<file path="src/rtl/dpx_pkg.sv">
// Package dpx_pkg
// Shared operation codes, condition codes and the flag word layout for the
// data-processing execute unit. Assumes the flag word is ordered {N,Z,C,V}.
package dpx_pkg;

    typedef enum logic [3:0] {
        OP_AND   = 4'b0000,
        OP_XOR   = 4'b0001,
        OP_SUB   = 4'b0010,
        OP_RSUB  = 4'b0011,
        OP_ADD   = 4'b0100,
        OP_ADDC  = 4'b0101,
        OP_SUBC  = 4'b0110,
        OP_RSUBC = 4'b0111,
        OP_TAND  = 4'b1000,
        OP_TXOR  = 4'b1001,
        OP_CSUB  = 4'b1010,
        OP_CADD  = 4'b1011,
        OP_OR    = 4'b1100,
        OP_PASS  = 4'b1101,
        OP_CLR   = 4'b1110,
        OP_NOT   = 4'b1111
    } dp_op_e;

    typedef enum logic [3:0] {
        CC_ZS = 4'h0, CC_ZC = 4'h1, CC_CS = 4'h2, CC_CC = 4'h3,
        CC_NS = 4'h4, CC_NC = 4'h5, CC_VS = 4'h6, CC_VC = 4'h7,
        CC_UGT = 4'h8, CC_ULE = 4'h9, CC_SGE = 4'hA, CC_SLT = 4'hB,
        CC_SGT = 4'hC, CC_SLE = 4'hD, CC_ALL = 4'hE, CC_NONE = 4'hF
    } dp_cond_e;

    typedef struct packed {
        logic n;
        logic z;
        logic c;
        logic v;
    } nzcv_t;

endpackage

</file>
<file path="src/rtl/dpx_cond_eval.sv">
// Module dpx_cond_eval
// Decides whether an operation executes by testing its condition code
// against the incoming flags. Purely combinational; code 1111 never passes.
module dpx_cond_eval
    import dpx_pkg::*;
(
    input  logic [3:0] cond_i,
    input  nzcv_t      flags_i,
    output logic       pass_o
);

    // Evaluate the condition code against the flag word.
    always_comb begin
        unique case (dp_cond_e'(cond_i))
            CC_ZS:   pass_o = flags_i.z;
            CC_ZC:   pass_o = !flags_i.z;
            CC_CS:   pass_o = flags_i.c;
            CC_CC:   pass_o = !flags_i.c;
            CC_NS:   pass_o = flags_i.n;
            CC_NC:   pass_o = !flags_i.n;
            CC_VS:   pass_o = flags_i.v;
            CC_VC:   pass_o = !flags_i.v;
            CC_UGT:  pass_o = flags_i.c && !flags_i.z;
            CC_ULE:  pass_o = !flags_i.c || flags_i.z;
            CC_SGE:  pass_o = (flags_i.n == flags_i.v);
            CC_SLT:  pass_o = (flags_i.n != flags_i.v);
            CC_SGT:  pass_o = !flags_i.z && (flags_i.n == flags_i.v);
            CC_SLE:  pass_o = flags_i.z || (flags_i.n != flags_i.v);
            CC_ALL:  pass_o = 1'b1;
            default: pass_o = 1'b0;
        endcase
    end

endmodule

</file>
<file path="src/rtl/dpx_alu_core.sv">
// Module dpx_alu_core
// Computes the value of one data-processing operation and the full flag
// word it would produce. All add/subtract forms share one adder by
// choosing the adder inputs and carry-in. Assumes operand B is already
// shifted and that sh_carry_i is the shifter's carry out.
module dpx_alu_core
    import dpx_pkg::*;
#(
    parameter int DATA_W = 32
) (
    input  logic [3:0]        op_i,
    input  logic [DATA_W-1:0] opa_i,
    input  logic [DATA_W-1:0] opb_i,
    input  logic              sh_carry_i,
    input  nzcv_t             flags_i,
    output logic [DATA_W-1:0] value_o,
    output nzcv_t             flags_o
);

    localparam int MSB = DATA_W - 1;

    logic              is_arith;
    logic [DATA_W-1:0] add_x;
    logic [DATA_W-1:0] add_y;
    logic              add_cin;
    logic [DATA_W:0]   add_sum;
    logic [DATA_W-1:0] logic_val;
    logic              ovf;

    // Select adder inputs and carry-in for each add/subtract form.
    always_comb begin
        is_arith = 1'b1;
        add_x    = opa_i;
        add_y    = opb_i;
        add_cin  = 1'b0;
        unique case (dp_op_e'(op_i))
            OP_SUB, OP_CSUB: begin add_y = ~opb_i; add_cin = 1'b1; end
            OP_RSUB:  begin add_x = opb_i; add_y = ~opa_i; add_cin = 1'b1; end
            OP_ADD, OP_CADD: add_cin = 1'b0;
            OP_ADDC:  add_cin = flags_i.c;
            OP_SUBC:  begin add_y = ~opb_i; add_cin = flags_i.c; end
            OP_RSUBC: begin add_x = opb_i; add_y = ~opa_i; add_cin = flags_i.c; end
            default:  is_arith = 1'b0;
        endcase
    end

    // Shared adder with carry out and signed-overflow detection.
    always_comb begin
        add_sum = {1'b0, add_x} + {1'b0, add_y} + {{DATA_W{1'b0}}, add_cin};
        ovf     = (add_x[MSB] == add_y[MSB]) && (add_sum[MSB] != add_x[MSB]);
    end

    // Bitwise operation values.
    always_comb begin
        unique case (dp_op_e'(op_i))
            OP_AND, OP_TAND: logic_val = opa_i & opb_i;
            OP_XOR, OP_TXOR: logic_val = opa_i ^ opb_i;
            OP_OR:           logic_val = opa_i | opb_i;
            OP_PASS:         logic_val = opb_i;
            OP_CLR:          logic_val = opa_i & ~opb_i;
            OP_NOT:          logic_val = ~opb_i;
            default:         logic_val = '0;
        endcase
    end

    // Merge value and derive the candidate flag word.
    always_comb begin
        value_o   = is_arith ? add_sum[MSB:0] : logic_val;
        flags_o.n = value_o[MSB];
        flags_o.z = (value_o == '0);
        flags_o.c = is_arith ? add_sum[DATA_W] : sh_carry_i;
        flags_o.v = is_arith ? ovf : flags_i.v;
    end

endmodule

</file>
<file path="src/rtl/dpx_exec_unit.sv">
// Module dpx_exec_unit
// Top of the data-processing execute unit. Combines the condition gate and
// the ALU core and registers result, write strobe and next flags, so that
// outputs follow inputs by one clock. Assumes a synchronous active-low reset.
module dpx_exec_unit
    import dpx_pkg::*;
#(
    parameter int DATA_W = 32
) (
    input  logic              clk,
    input  logic              rst_n,
    input  logic [3:0]        op_i,
    input  logic [DATA_W-1:0] opa_i,
    input  logic [DATA_W-1:0] opb_i,
    input  logic              sh_carry_i,
    input  logic [3:0]        flags_i,
    input  logic              set_flags_i,
    input  logic [3:0]        cond_i,
    output logic [DATA_W-1:0] result_o,
    output logic              rd_we_o,
    output logic [3:0]        flags_o
);

    localparam int MSB = DATA_W - 1;

    nzcv_t             flags_cur;
    nzcv_t             flags_calc;
    logic [DATA_W-1:0] value;
    logic              cond_pass;
    logic              cmp_only;

    assign flags_cur = nzcv_t'(flags_i);
    assign cmp_only  = (op_i[3:2] == 2'b10);

    dpx_cond_eval u_cond (
        .cond_i  (cond_i),
        .flags_i (flags_cur),
        .pass_o  (cond_pass)
    );

    dpx_alu_core #(.DATA_W(DATA_W)) u_core (
        .op_i       (op_i),
        .opa_i      (opa_i),
        .opb_i      (opb_i),
        .sh_carry_i (sh_carry_i),
        .flags_i    (flags_cur),
        .value_o    (value),
        .flags_o    (flags_calc)
    );

    // Register result, gated write strobe and next flag word.
    always_ff @(posedge clk) begin
        if (!rst_n) begin
            result_o <= '0;
            rd_we_o  <= 1'b0;
            flags_o  <= '0;
        end else begin
            result_o <= value;
            rd_we_o  <= cond_pass && !cmp_only;
            flags_o  <= (cond_pass && set_flags_i) ? flags_calc : flags_i;
        end
    end

    // compare-only codes never write the destination.
    a_r3_cmp_no_write: assert property (@(posedge clk) disable iff (!rst_n)
        (op_i[3:2] == 2'b10) |=> !rd_we_o);

    // without a flag-update request the flags pass through.
    a_r4_flags_hold: assert property (@(posedge clk) disable iff (!rst_n)
        !set_flags_i |=> (flags_o == $past(flags_i)));

    // a failed condition writes nothing and keeps the flags.
    a_r9_fail_noop: assert property (@(posedge clk) disable iff (!rst_n)
        !cond_pass |=> (!rd_we_o && flags_o == $past(flags_i)));

    // condition 1111 never executes.
    a_r8_never: assert property (@(posedge clk) disable iff (!rst_n)
        (cond_i == 4'hF) |=> !rd_we_o);

    // updated N and Z agree with the registered value.
    a_r5_nz_match: assert property (@(posedge clk) disable iff (!rst_n)
        (cond_pass && set_flags_i) |=>
            (flags_o[3] == result_o[MSB] && flags_o[2] == (result_o == '0)));

endmodule

</file>
<file path="config.mk">
export PLATFORM = sky130hd
export DESIGN_NAME = dpx_exec_unit
export DESIGN_NICKNAME = d
export VERILOG_FILES = /design/src/rtl/dpx_pkg.sv /design/src/rtl/dpx_cond_eval.sv /design/src/rtl/dpx_alu_core.sv /design/src/rtl/dpx_exec_unit.sv
export SDC_FILE = /design/constraint.sdc
export NUM_CORES = 1
export LEC_CHECK = 0
export ABC_AREA = 1
export BUFFER_PORTS_ARGS = -buffer_cell sky130_fd_sc_hd__clkbuf_2
export CORE_MARGIN = 2
export CORE_UTILIZATION = 43
export DETAILED_ROUTE_END_ITERATION = 8
export MAX_ROUTING_LAYER = met4
export PLACE_DENSITY = 0.76
export SETUP_SLACK_MARGIN = 0.3
export SLEW_MARGIN = 15
export SYNTH_ARGS = -nofsm -noshare
export SYNTH_HDL_FRONTEND = slang
export SYNTH_SLANG_ARGS = --single-unit
</file>
<file path="constraint.sdc">
create_clock -name clk -period 5.4 [get_ports clk]
set_input_delay 1.08 -clock clk [delete_from_list [all_inputs] [get_ports clk]]
set_output_delay 1.08 -clock clk [all_outputs]
set_load 0.03 [all_outputs]
</file>
---- Word level (Yosys, flattened, before mapping) ----
Index checks and enable logic that the tools add are counted.
storage, ports and cells
  register bits ........................... 37
  bits in latches ......................... 0
  RAM bits ................................ 0
  bits in read-only memories .............. 0
  input bits .............................. 80
  output and inout port bits .............. 37
  logic and storage cells ................. 77
  memories kept ........................... 0
cells by class
  add/sub/neg operators ................... 2
  multipliers ............................. 0
  div/mod/pow operators ................... 0
  order comparisons ....................... 0
  equal/unequal tests ..................... 34
  shifts and indexed selects .............. 0
  mux-type cells .......................... 10
  bitwise gates (word level) .............. 6
  reduce and logical (&&, ||, !) cells .... 22
operators with widths
  cell                                                 number
  case mux 32 bit (6 select lines)                     1
  AND 32 bit                                           2
  two-way mux 32 bit                                   2
  inverter 32 bit                                      2
  case mux 32 bit (2 select lines)                     1
  equality test 4 bit, second input constant           15
  adder 32 x 32 -> 33 bit                              1
  adder 33 x 1 -> 33 bit                               1
  equality test 4 x 3 -> 1 bit, second input constant  8
  zero test 32 bit                                     1
  OR 32 bit                                            1
  XOR 32 bit                                           1
  equality test 4 x 2 -> 1 bit, second input constant  4
  case mux 1 bit (15 select lines)                     1
  OR reduction 3 bit                                   3
  equality test 4 x 1 -> 1 bit, second input constant  2
  zero test 4 bit                                      2
  OR reduction 8 bit                                   1
  OR reduction 2 bit                                   3
  logical AND 1 bit                                    5
  zero test 1 bit                                      5
  two-way mux 4 bit                                    1
  two-way mux 1 bit                                    3
  equality test 1 bit                                  2
  other kinds (4)                                      6

---- Logic depth before layout (Yosys ltp) ----
  depth after elaboration ................. 9
  gate-level depth with buffers ........... 29
  gate-level depth less buffers ........... 27

---- Cells and area by module ----
From an unflattened synthesis, not the netlist that was laid out.
second synthesis, totals
  cells, all modules ...................... 1,383
  area, all modules ....................... 7,284.5 um^2
by module, submodules not included
  module         times used  cells an instance  area an instance (um^2)  seq. area each (um^2)
  dpx_alu_core   1           1,199              5,894.4                  0.0
  dpx_exec_unit  1           129                1,161.1                  740.7
  dpx_cond_eval  1           55                 229.0                    0.0

---- Least setup slack after synthesis ----
No wires, ideal clock.
  kind .................................... input to register
  from .................................... input port op_i[0]
  to ...................................... register flags_o[2]
  setup time .............................. 70 ps
  arrival ................................. 4,101 ps
  data required time ...................... 5,330 ps
  setup slack ............................. 1,228 ps
  cell stages on the path ................. 29
  path buffers ............................ 3
  path through ............................ buf_4 -> nand2_1 -> nor2_1 -> clkbuf_1 -> inv_1 -> clkbuf_1 -> nand3_1 -> o21ai_0 -> fa_1 -> inv_1 -> fa_1 -> nand2_1 -> inv_1 -> nand2_1 -> nand2_1 -> nand2_1 -> nand2_1 -> nand2_1 -> nand2_1 -> nand2_1 -> nand3_1 -> nand2_1 -> inv_1 -> nand2_1 -> nor2_1 -> nand2_1 -> nor2_1 -> nand3_1 -> a21oi_1
between the ends
  cells in the longest elaborated chain, start to end .. 8
  elaborated cells on any way between the ends .. 33
  those cells by class .................... 2 x add/sub; 15 x eq/ne; 7 x mux; 9 x reduce/logical
RTL lines
  what                                                                           RTL line             source
  start: declaration                                                             dpx_exec_unit.sv:12  input logic [3:0] op_i,
  equality test 4 x 2 -> 1 bit (tied with other cells)                           dpx_alu_core.sv:36   unique case (dp_op_e'(op_i))
  OR reduction 3 bit (no line) / OR reduction 2 bit (equally long branches)      --
  case mux 32 bit (2 select lines) / two-way mux 32 bit (equally long branches)  dpx_alu_core.sv:36
  adder 32 x 32 -> 33 bit                                                        dpx_alu_core.sv:49   add_sum = {1'b0, add_x} + {1'b0, add_y} + {{DATA_W{1'b0}}, add_cin};
  adder 33 x 1 -> 33 bit                                                         dpx_alu_core.sv:49
  two-way mux 32 bit (*)                                                         dpx_alu_core.sv:68   value_o = is_arith ? add_sum[MSB:0] : logic_val;
  zero test 32 bit (*)                                                           dpx_alu_core.sv:70   flags_o.z = (value_o == '0);
  two-way mux 4 bit (*)                                                          dpx_exec_unit.sv:60  flags_o <= (cond_pass && set_flags_i) ? flags_calc : flags_i;
  end signal: assignment                                                         dpx_exec_unit.sv:60
  end: declaration                                                               dpx_exec_unit.sv:21  output logic [3:0] flags_o
Mark *: on every way between the ends. The rest lies on a longest branch, timed or not.
A chain may end at the register's enable or synchronous reset.

---- Final worst setup path ----
Same ends and word-level chain as after synthesis.

==> metrics.md <==
| Metric | Value |
|---|---|
| Final Slew Violations | `0` |
| Largest net degree at the start of global routing | `53` |
| 1st-iter DRT viols | `765` |
| Synth top cells by count | `nand2_1, inv_1, nor2_1, o21ai_0, a21oi_1` |
| Hold crit path type | `in -> reg` |
| CP max stage delay | `0.46 ns` |
| Layout cells sized above 1 | `0.112` |
| Height of the die | `130 µm` |
| PortBufs | `116` |
| Die Span X | `130 µm` |
| Gpl congestion | `1.03` |
| Hpwl dp | `19.5 mm` |
| Overall power | `1.58 mW` |
| Worst relative slew slack | `0.243` |
| Die area | `16900 µm²` |
| NetSw | `0.778 mW` |
| Routed Antenna Nets | `0` |
| GRT Overall Usage | `0.290` |
| P_int | `0.803 mW` |
| Adder-cell share of the synthesized area | `0.121` |
| Setup TNS | `0 ns` |
| Via count | `8403` |
| Worst setup path start | `op_i[0]` |
| Hold Crit Start | `rst_n` |
| Sequential group share of total power | `0.203` |
| Post-synth ARST share | `0` |
| P_leak | `4.38 nW` |
| Dpl cells | `1579` |
| Main combinational cell family by area after synthesis | `simple AND/OR/NAND/NOR gates` |
| Number of nets in the layout | `1515` |
| Final hold violations | `0` |
| CTS Root Cell | `clkbuf_16` |
| Critical Path RT | `5.60 ns` |
| Drt pass-1 iters | `5` |
| Most used cell, CP | `nand2_1` |
| Status | `finished, final reports clean` |
| Crit-path max FO | `15` |
| Unrepaired setup endpoints after global routing | `false` |
| # clock sinks | `37` |
| Row cnt | `46` |
| Post-CTS Resized | `0` |
| Post-Synthesis Net Count | `1421` |
| Final setup vio count | `0` |
| Complex-gate fraction of the synthesized area | `0.185` |
| Pwr dens | `205 nW/µm²` |
| Clock transition at path regs | `0.05 ns` |
| Sequential area share after synthesis | `0.108` |
| Cells after Synth | `1276` |
| Worst Setup End Kind | `flip-flop` |
| GR Overflow Total | `0` |
| Simple-Gate Fraction of Synth Area | `0.411` |
| Vias in the first global route | `7380` |
| Clk pwr share | `0.197` |
| Ranking of synthesized cells by area | `nand2_1, inv_1, ha_1, dfxtp_1, nor2_1` |
| CTS H-tree depth | `2` |
| Detailed Route WL | `23.7 mm` |
| Num CTS Buffers | `5` |
| Net Sw Frac | `0.492` |
| Hold depth | `3` |
| Final core occ | `0.491` |
| Worst Max-Slew Pin Slew | `1.13 ns` |
| Setup Fix Bufs, Post-CTS | `0` |
| Crit Path Class | `in -> reg` |
| Global-route wire length before repair | `37.4 mm` |
| Top cell type by total area after synthesis | `nand2_1` |
| DRC errors left | `0` |
| Post-Syn Area | `6830 µm²` |
| Synthesized flop and latch total | `37` |
| Crit path DAT | `4.58 ns` |
| Via-to-Cell Ratio | `5.29` |
| Max Freq | `228 MHz` |
| Slowest CP cell | `fa_1` |
| Logic pwr share | `0.600` |
| Area growth syn-to-layout | `13.0%` |
| Final Instance Count excl. Fillers | `1588` |
| CTS tree | `built` |
| Post-synth EDFFs | `0` |
| Xor and xnor area share after synthesis | `0.0257` |
| Ys flop type | `dfxtp_1` |
| Average size of a mapped cell | `5.35 µm²` |
| Initial Utilization | `0.435` |
| Max-Cap Viols | `0` |
| Yosys cell types | `38` |
| Synth Warn # | `0` |
| Count leader, synth | `nand2_1` |
| Wire per inst | `15.0 µm` |
| Tmin final | `4.38 ns` |
| Fin crit share | `0.812` |
| Nature of the critical path startpoint | `input port` |
| Maximum vdd drop | `131 µV` |
| CTS Hold Bufs | `0` |
| Core Region | `15700 µm²` |
| Fillcell total | `1690` |
| Io pins | `117` |
| Mux contribution to synthesized area | `0` |
| CTS Buffer Depth | `2` |
| Antenna violations before repair | `1` |
| Synth top area share | `0.254` |
-- placed cells by master (no fill, tap or decap), types with 2 or more instances in the layout --
master / instances
a21oi_1: 68
and2_1: 3
nand4_1: 18
nor3_1: 13
dfxtp_1: 37
nand2_2: 3
clkbuf_8: 2
nand2_1: 462
nand3_1: 59
nor2_2: 4
nand3b_1: 6
xor2_1: 20
o211ai_1: 7
o21ai_1: 9
ha_1: 63
nor2_1: 109
o2111ai_1: 8
nand2_4: 2
a211oi_1: 2
or2_2: 4
fa_1: 2
clkbuf_2: 116
inv_1: 213
o221ai_1: 32
o21bai_1: 3
inv_2: 4
clkbuf_16: 5
o21ai_0: 72
a31oi_1: 7
buf_4: 9
-- sequential cells by signal (all words and copies together), names as in the netlist --
register,flops
rd_we_o,1
result_o,32
flags_o,4
-- final cells by class --
type,count,area [µm²],area share
diodes,1,2.50,0.000324
multi-input cells,983,5080,0.658
clock buffers,7,153,0.0198
flip-flops and latches,37,741,0.0960
well taps,216,270,0.0350
inverters,218,818,0.106
clock inverters,1,5.00,0.000648
repair buffers,125,648,0.0840
-- metal layers --
metal / global-route usage / part of all wire / wire (µm) / vias to the layer above
met5: - / 0 / 0 / -
met4: 0.0595 / 0.011 / 262 / 0
met3: 0.0533 / 0.11 / 2590 / 24
met2: 0.418 / 0.41 / 9760 / 379
met1: 0.420 / 0.47 / 11100 / 3722
li1: - / - / - / 4278
-- cell families after synthesis --
kind of cell | count (synthesis)
adder cells (fa/ha/maj) | 65
flip-flops | 37
AND/OR/NAND/NOR | 686
buffers and inverters | 256
XOR/XNOR | 20
AO/OA/AOI/OAI | 212
-- metrics by stage --
step,hold slack (ns),setup slack (ns),area [µm²]
after global routing,1.12,0.660,7720
after global placement,1.37,0.922,7560
final,1.10,1.02,7720
after detailed placement,1.38,0.851,7560
after CTS,1.08,1.11,7720
after floorplan,1.17,1.23,6830
-- path summary, 6_finish.rpt --
| kind | slack, ns | end |
|---|---|---|
| worst max-delay path | 1.02 | flags_o[2] |
| worst min-delay path | 1.10 | flags_o[0] |
-- critical path: cells and delay by family --
family | cells | cell delay [ns]
AOI/OAI and AO/OA | 2 | 0.24
buffers and inverters | 4 | 0.61
adders and majority gates | 2 | 0.73
and+or+nand+nor | 17 | 1.88
-- power by group through the flow --
| stage | combinational [mW] | clock [mW] | sequential [mW] |
|---|---|---|---|
| 6_report | 0.949 | 0.311 | 0.320 |
| 5_1_grt | 1.06 | 0.324 | 0.324 |
| 4_1_cts | 0.931 | 0.311 | 0.320 |
| 3_5_place_dp | 0.926 | 0 | 0.326 |
| 3_3_place_gp | 0.921 | 0 | 0.325 |
| 2_1_floorplan | 0.575 | 0 | 0.402 |
Note: power is estimated with default switching activity, not from simulation.
